==> config.mk <==
export PLATFORM = sky130hd
export DESIGN_NAME = sar_sequencer
export DESIGN_NICKNAME = d
export VERILOG_FILES = /design/src/rtl/sar_pkg.sv /design/src/rtl/sar_start_dec.sv /design/src/rtl/sar_trial_engine.sv /design/src/rtl/sar_result_reg.sv /design/src/rtl/sar_sequencer.sv
export SDC_FILE = /design/constraint.sdc
export NUM_CORES = 1
export LEC_CHECK = 0
export ABC_CLOCK_PERIOD_IN_PS = 5600
export BUFFER_PORTS_ARGS = -buffer_cell sky130_fd_sc_hd__buf_4
export CORE_MARGIN = 4
export CORE_UTILIZATION = 61
export DETAILED_ROUTE_END_ITERATION = 6
export PLACE_DENSITY = 0.85
export RECOVER_POWER = 25
export SYNTH_ARGS = -nofsm -noshare
export SYNTH_HDL_FRONTEND = slang
export SYNTH_HIERARCHICAL = 1
export SYNTH_SLANG_ARGS = --single-unit
==> constraint.sdc <==
create_clock -name clk -period 5.6 [get_ports clk]
set_clock_uncertainty 0.15 [all_clocks]
set_input_delay 0.84 -clock clk [delete_from_list [all_inputs] [get_ports clk]]
set_output_delay 0.84 -clock clk [all_outputs]
set_load 0.01 [all_outputs]
==> src/rtl/sar_pkg.sv <==
package sar_pkg;

    typedef enum logic {
        START_LEVEL = 1'b0,
        START_EDGE  = 1'b1
    } start_mode_e;

    typedef struct packed {
        logic rd_prev;
    } start_state_t;

endpackage

==> src/rtl/sar_start_dec.sv <==
module sar_start_dec
    import sar_pkg::*;
(
    input  logic        clk,
    input  logic        rst_n,
    input  start_mode_e mode,
    input  logic        ce,
    input  logic        cs_n,
    input  logic        rd_cvt,
    output logic        start_req
);

    start_state_t st_d, st_q;

    always_comb begin
        st_d         = st_q;
        st_d.rd_prev = rd_cvt;
        if (mode == START_EDGE) begin
            start_req = st_q.rd_prev && !rd_cvt;
        end else begin
            start_req = ce && !cs_n && !rd_cvt;
        end
    end

    always_ff @(posedge clk or negedge rst_n) begin
        if (!rst_n) begin
            st_q.rd_prev <= 1'b0;
        end else begin
            st_q <= st_d;
        end
    end

endmodule

==> src/rtl/sar_trial_engine.sv <==
module sar_trial_engine #(
    parameter int unsigned W       = 12,
    parameter int unsigned SHORT_W = 8
) (
    input  logic         clk,
    input  logic         rst_n,
    input  logic         start_req,
    input  logic         len_sel,
    input  logic         cmp_hi,
    output logic [W-1:0] trial,
    output logic         busy,
    output logic         done,
    output logic [W-1:0] done_word
);

    localparam int unsigned IDX_W     = $clog2(W);
    localparam logic [IDX_W-1:0] TOP  = IDX_W'(W - 1);
    localparam logic [IDX_W-1:0] STOP_SHORT = IDX_W'(W - SHORT_W);
    localparam logic [IDX_W-1:0] STOP_FULL  = '0;

    typedef struct packed {
        logic             busy;
        logic             short_cyc;
        logic [IDX_W-1:0] idx;
        logic [W-1:0]     word;
    } eng_state_t;

    eng_state_t st_d, st_q;
    logic [IDX_W-1:0] stop_idx;
    logic [W-1:0]     decided;
    logic [W-1:0]     low_mask;

    // Mask that clears the unresolved bits of a short search.
    genvar g;
    generate
        for (g = 0; g < W; g++) begin : g_mask
            if (g < W - SHORT_W) begin : g_lo
                assign low_mask[g] = 1'b0;
            end else begin : g_hi
                assign low_mask[g] = 1'b1;
            end
        end
    endgenerate

    always_comb begin
        st_d     = st_q;
        stop_idx = st_q.short_cyc ? STOP_SHORT : STOP_FULL;
        decided  = st_q.word;
        decided[st_q.idx] = cmp_hi;
        done      = st_q.busy && (st_q.idx == stop_idx);
        done_word = st_q.short_cyc ? (decided & low_mask) : decided;

        if (st_q.busy) begin
            if (done) begin
                st_d.busy = 1'b0;
                st_d.word = '0;
                st_d.idx  = '0;
            end else begin
                st_d.word = decided;
                st_d.word[st_q.idx - 1'b1] = 1'b1;
                st_d.idx  = st_q.idx - 1'b1;
            end
        end else if (start_req) begin
            st_d.busy      = 1'b1;
            st_d.short_cyc = len_sel;
            st_d.idx       = TOP;
            st_d.word      = '0;
            st_d.word[W-1] = 1'b1;
        end
    end

    always_ff @(posedge clk or negedge rst_n) begin
        if (!rst_n) begin
            st_q <= '0;
        end else begin
            st_q <= st_d;
        end
    end

    assign trial = st_q.word;
    assign busy  = st_q.busy;

endmodule

==> src/rtl/sar_result_reg.sv <==
module sar_result_reg #(
    parameter int unsigned W = 12
) (
    input  logic         clk,
    input  logic         rst_n,
    input  logic         load,
    input  logic [W-1:0] din,
    output logic [W-1:0] q
);

    logic [W-1:0] val_d, val_q;

    always_comb begin
        val_d = val_q;
        if (load) begin
            val_d = din;
        end
    end

    always_ff @(posedge clk or negedge rst_n) begin
        if (!rst_n) begin
            val_q <= '0;
        end else begin
            val_q <= val_d;
        end
    end

    assign q = val_q;

endmodule

==> src/rtl/sar_sequencer.sv <==
module sar_sequencer
    import sar_pkg::*;
#(
    parameter int unsigned W       = 12,
    parameter int unsigned SHORT_W = 8
) (
    input  logic         clk,
    input  logic         rst_n,
    input  logic         edge_mode,
    input  logic         ce,
    input  logic         cs_n,
    input  logic         rd_cvt,
    input  logic         len_sel,
    input  logic         cmp_hi,
    output logic [W-1:0] trial,
    output logic         busy,
    output logic [W-1:0] result
);

    logic         start_req;
    logic         done;
    logic [W-1:0] done_word;
    start_mode_e  mode;

    assign mode = edge_mode ? START_EDGE : START_LEVEL;

    sar_start_dec u_dec (
        .clk       (clk),
        .rst_n     (rst_n),
        .mode      (mode),
        .ce        (ce),
        .cs_n      (cs_n),
        .rd_cvt    (rd_cvt),
        .start_req (start_req)
    );

    sar_trial_engine #(.W(W), .SHORT_W(SHORT_W)) u_eng (
        .clk       (clk),
        .rst_n     (rst_n),
        .start_req (start_req),
        .len_sel   (len_sel),
        .cmp_hi    (cmp_hi),
        .trial     (trial),
        .busy      (busy),
        .done      (done),
        .done_word (done_word)
    );

    sar_result_reg #(.W(W)) u_res (
        .clk   (clk),
        .rst_n (rst_n),
        .load  (done),
        .din   (done_word),
        .q     (result)
    );

endmodule

==> flow_summary.toml <==
[detailed_routing]
drt_first_iter_violations = 83
firstDrtPassIters = 5
viasPerCell = 5.89
finalWirelength_um = 4560
num_vias = 1596
wire_per_inst_um = 16.8
ant_nets = 0
drc_errors = 0

[setup_path]
slowest_delay_ps = 550
worstPathArrival_ps = 2920
critPathRequiredTime_ps = 5670
critPathSlowestCell = "ha_1"
cp_max_fo = 19
crit_chain = "inv_1 -> ha_1 -> nand2b_1 -> nor3_2 -> buf_4 -> mux2_2"
reg2reg_from = "u_eng/st_q[12]$_DFFE_PN0P_"
r2r_end = "u_res/q[11]$_DFFE_PN0P_"
start_kind = "register"
rr_worst_depth = 6
endpoint_kind = "register"
crit_type = "register to register"
rrSetupSlack_ps = 2750

[layout]
regArea_sq_um = 776
fin_cells = 271
final_cell_mix = "buf_4, dfrtp_1, nand2_1"
design_area_sq_um = 2230
multi_input_area_sq_um = 1050
drive_gt1_share_pct = 26.9
fillers = 251
syn_to_final_growth_pct = 8.67
antennaDiodeCount = 0
layout.nets = 239
final_core_util_pct = 71.2

[place]
post-place-cells = 264
port_buffers = 32
placed_cell_area_sq_um = 2160
dp_hpwl_um = 2970
place.gp.congestion = 0.833

[outcome]
status = "finished, violations left"
violations = "capacitance limit, slew limit"

[min_path]
hold_depth = 2
hold_path_class = "register to register"
hold_end = "u_eng/trial[7]$_DFFE_PN0P_"
worstHoldStart = "u_eng/trial[7]$_DFFE_PN0P_"

[die]
die_y_um = 66.0
die_area_sq_um = 4350
dieWidth_um = 66.0
core_area_sq_um = 3130
rows = 20
ios = 33
start_util_pct = 65.5

[cts]
cts_buffer_depth = 2
clock_latency_ps = 330
ctsHoldBuffers = 0
cts_setup_buffers = 0
cts_tree = "done"
path_clk_slew_ps = 90
cts_resized = 0
h-tree-depth = 2
cts_root_buf = "clkbuf_4"
cts.sinks = 31
cts_buffers = 5

[global_route]
grt_max_degree = 32
grt-ovfl-total = 0
grt_pass1_wl_um = 7420
grt_usage_pct = 22.4
grt_pass1_vias = 1574
antenna_found_initial = 0

[sta]
slew_violations = 32
rsz0062_at_grt = "no"
worst_slew_pin_slew_ps = 1620
period_minus_slack_ps = 2850
slew_headroom_pct = -7.92
fin_setup_tns_ps = 0
hold_viol = 0
setup_viol = 0
period_share_pct = 50.9
fmaxAchievable_ghz = 0.351

[run]
maxCapViolations = 1

[yosys]
ys_types = 42
ys_ff_latch = 31
synth_cells = 217
seq_area_frac_synth_pct = 37.9
syn-num-nets = 229
ys_warn_count = 6
synth.avg_cell_area_sq_um = 9.44
synthesis.area_sq_um = 2050

[power_and_ir_drop]
vdd_drop_max_mv = 0.350
p_leak_nw = 1.04
fin_total_pwr_mw = 1.38
power_density_nw_per_um2 = 618
==> worst max path at each step <==
| stage | startpoint | end | slack (ps) | depth (start not counted) |
|---|---|---|---|---|
| global placement | u_eng/st_q[12]$_DFFE_PN0P_ | u_res/q[9]$_DFFE_PN0P_ | 2920 | 6 |
| global route | u_eng/st_q[12]$_DFFE_PN0P_ | u_res/q[11]$_DFFE_PN0P_ | 2600 | 6 |
| finish | u_eng/st_q[12]$_DFFE_PN0P_ | u_res/q[11]$_DFFE_PN0P_ | 2750 | 6 |
| floorplan | cs_n | u_eng/trial[6]$_DFFE_PN0P_ | 3180 | 6 |
| CTS | u_eng/st_q[12]$_DFFE_PN0P_ | u_res/q[11]$_DFFE_PN0P_ | 2790 | 6 |
| detailed placement | u_eng/st_q[12]$_DFFE_PN0P_ | u_res/q[11]$_DFFE_PN0P_ | 2820 | 6 |
==> per-layer routing <==
metal	global-route usage, %	part of all wire [%]	vias up
met2	37.3	49	62
met4	6.85	0.77	0
met5	0	0	-
met1	28.6	43	768
met3	5.61	7.6	4
li1	-	-	762
==> power by group <==
group          internal (mW)  switching [mW]  total [mW]
clock                 0.0920          0.0737       0.166
combinational          0.371           0.386       0.757
sequential             0.315           0.138       0.454
total                  0.778           0.598        1.38
==> registers in the layout, summed over array words and instances, names as in the netlist <==
register     count
u_dec/st_q       1
u_res/q         12
u_eng/st_q       5
u_eng/busy       1
u_eng/trial     12
==> critical path, delay by kind of cell, from the launching register on <==
kind                       cells  cell delay [ps]
buffers and inverters          2              440
and+or+nand+nor                2              740
DFF                            1              500
adders and majority gates      1              550
muxes                          1              360
==> per-stage QoR <==
stage	setup slack, ps	hold slack (ps)
4_1_cts	2790	281
3_5_place_dp	2820	343
3_3_place_gp	2920	343
6_report	2750	358
5_1_grt	2600	394
2_1_floorplan	3180	317
==> Yosys cell counts (all sizes together) <==
master / number / area (sq um)
a211o: 2 / 17.5
a21boi: 1 / 7.51
a21o: 4 / 30.0
a21oi: 8 / 40.0
a221o: 2 / 20.0
a22o: 2 / 17.5
a2bb2oi: 1 / 8.76
a31oi: 3 / 18.8
a32oi: 2 / 17.5
and2: 2 / 12.5
buf: 24 / 170
clkbuf: 6 / 23.8
dfrtp: 31 / 776
ha: 4 / 50.1
inv: 8 / 30.0
mux2: 21 / 274
mux2i: 4 / 40.0
nand2: 23 / 86.3
nand2b: 4 / 25.0
nand3: 4 / 20.0
nand3b: 5 / 37.5
nor2: 17 / 63.8
nor2b: 4 / 25.0
nor3: 2 / 10.0
nor3b: 3 / 22.5
nor4: 2 / 12.5
o21a: 2 / 15.0
o21ai: 11 / 58.8
o22a: 1 / 8.76
o22ai: 7 / 43.8
o311a: 1 / 10.0
o32a: 1 / 10.0
o41ai: 1 / 8.76
or3: 1 / 11.3
or3b: 1 / 8.76
xnor2: 1 / 8.76
xor2: 1 / 8.76
==> cell type report <==
type / count / share of cell area (%)
well taps: 44 / 2.47
multi-input cells: 148 / 47.4
clock inverters: 1 / 1.35
clock buffers: 6 / 1.85
flip-flops and latches: 31 / 34.8
inverters: 8 / 1.35
repair buffers: 33 / 10.8
==> cells by family after synthesis <==
group,share of synthesized area (%)
adders and majority gates,2.44
DFF,37.9
buffers and inverters,10.9
muxes,15.3
and+or+nand+nor,16.4
xor gates and xnor gates,0.855
AOI/OAI and AO/OA,16.2
No activity file was read; power rests on OpenSTA's default activity.
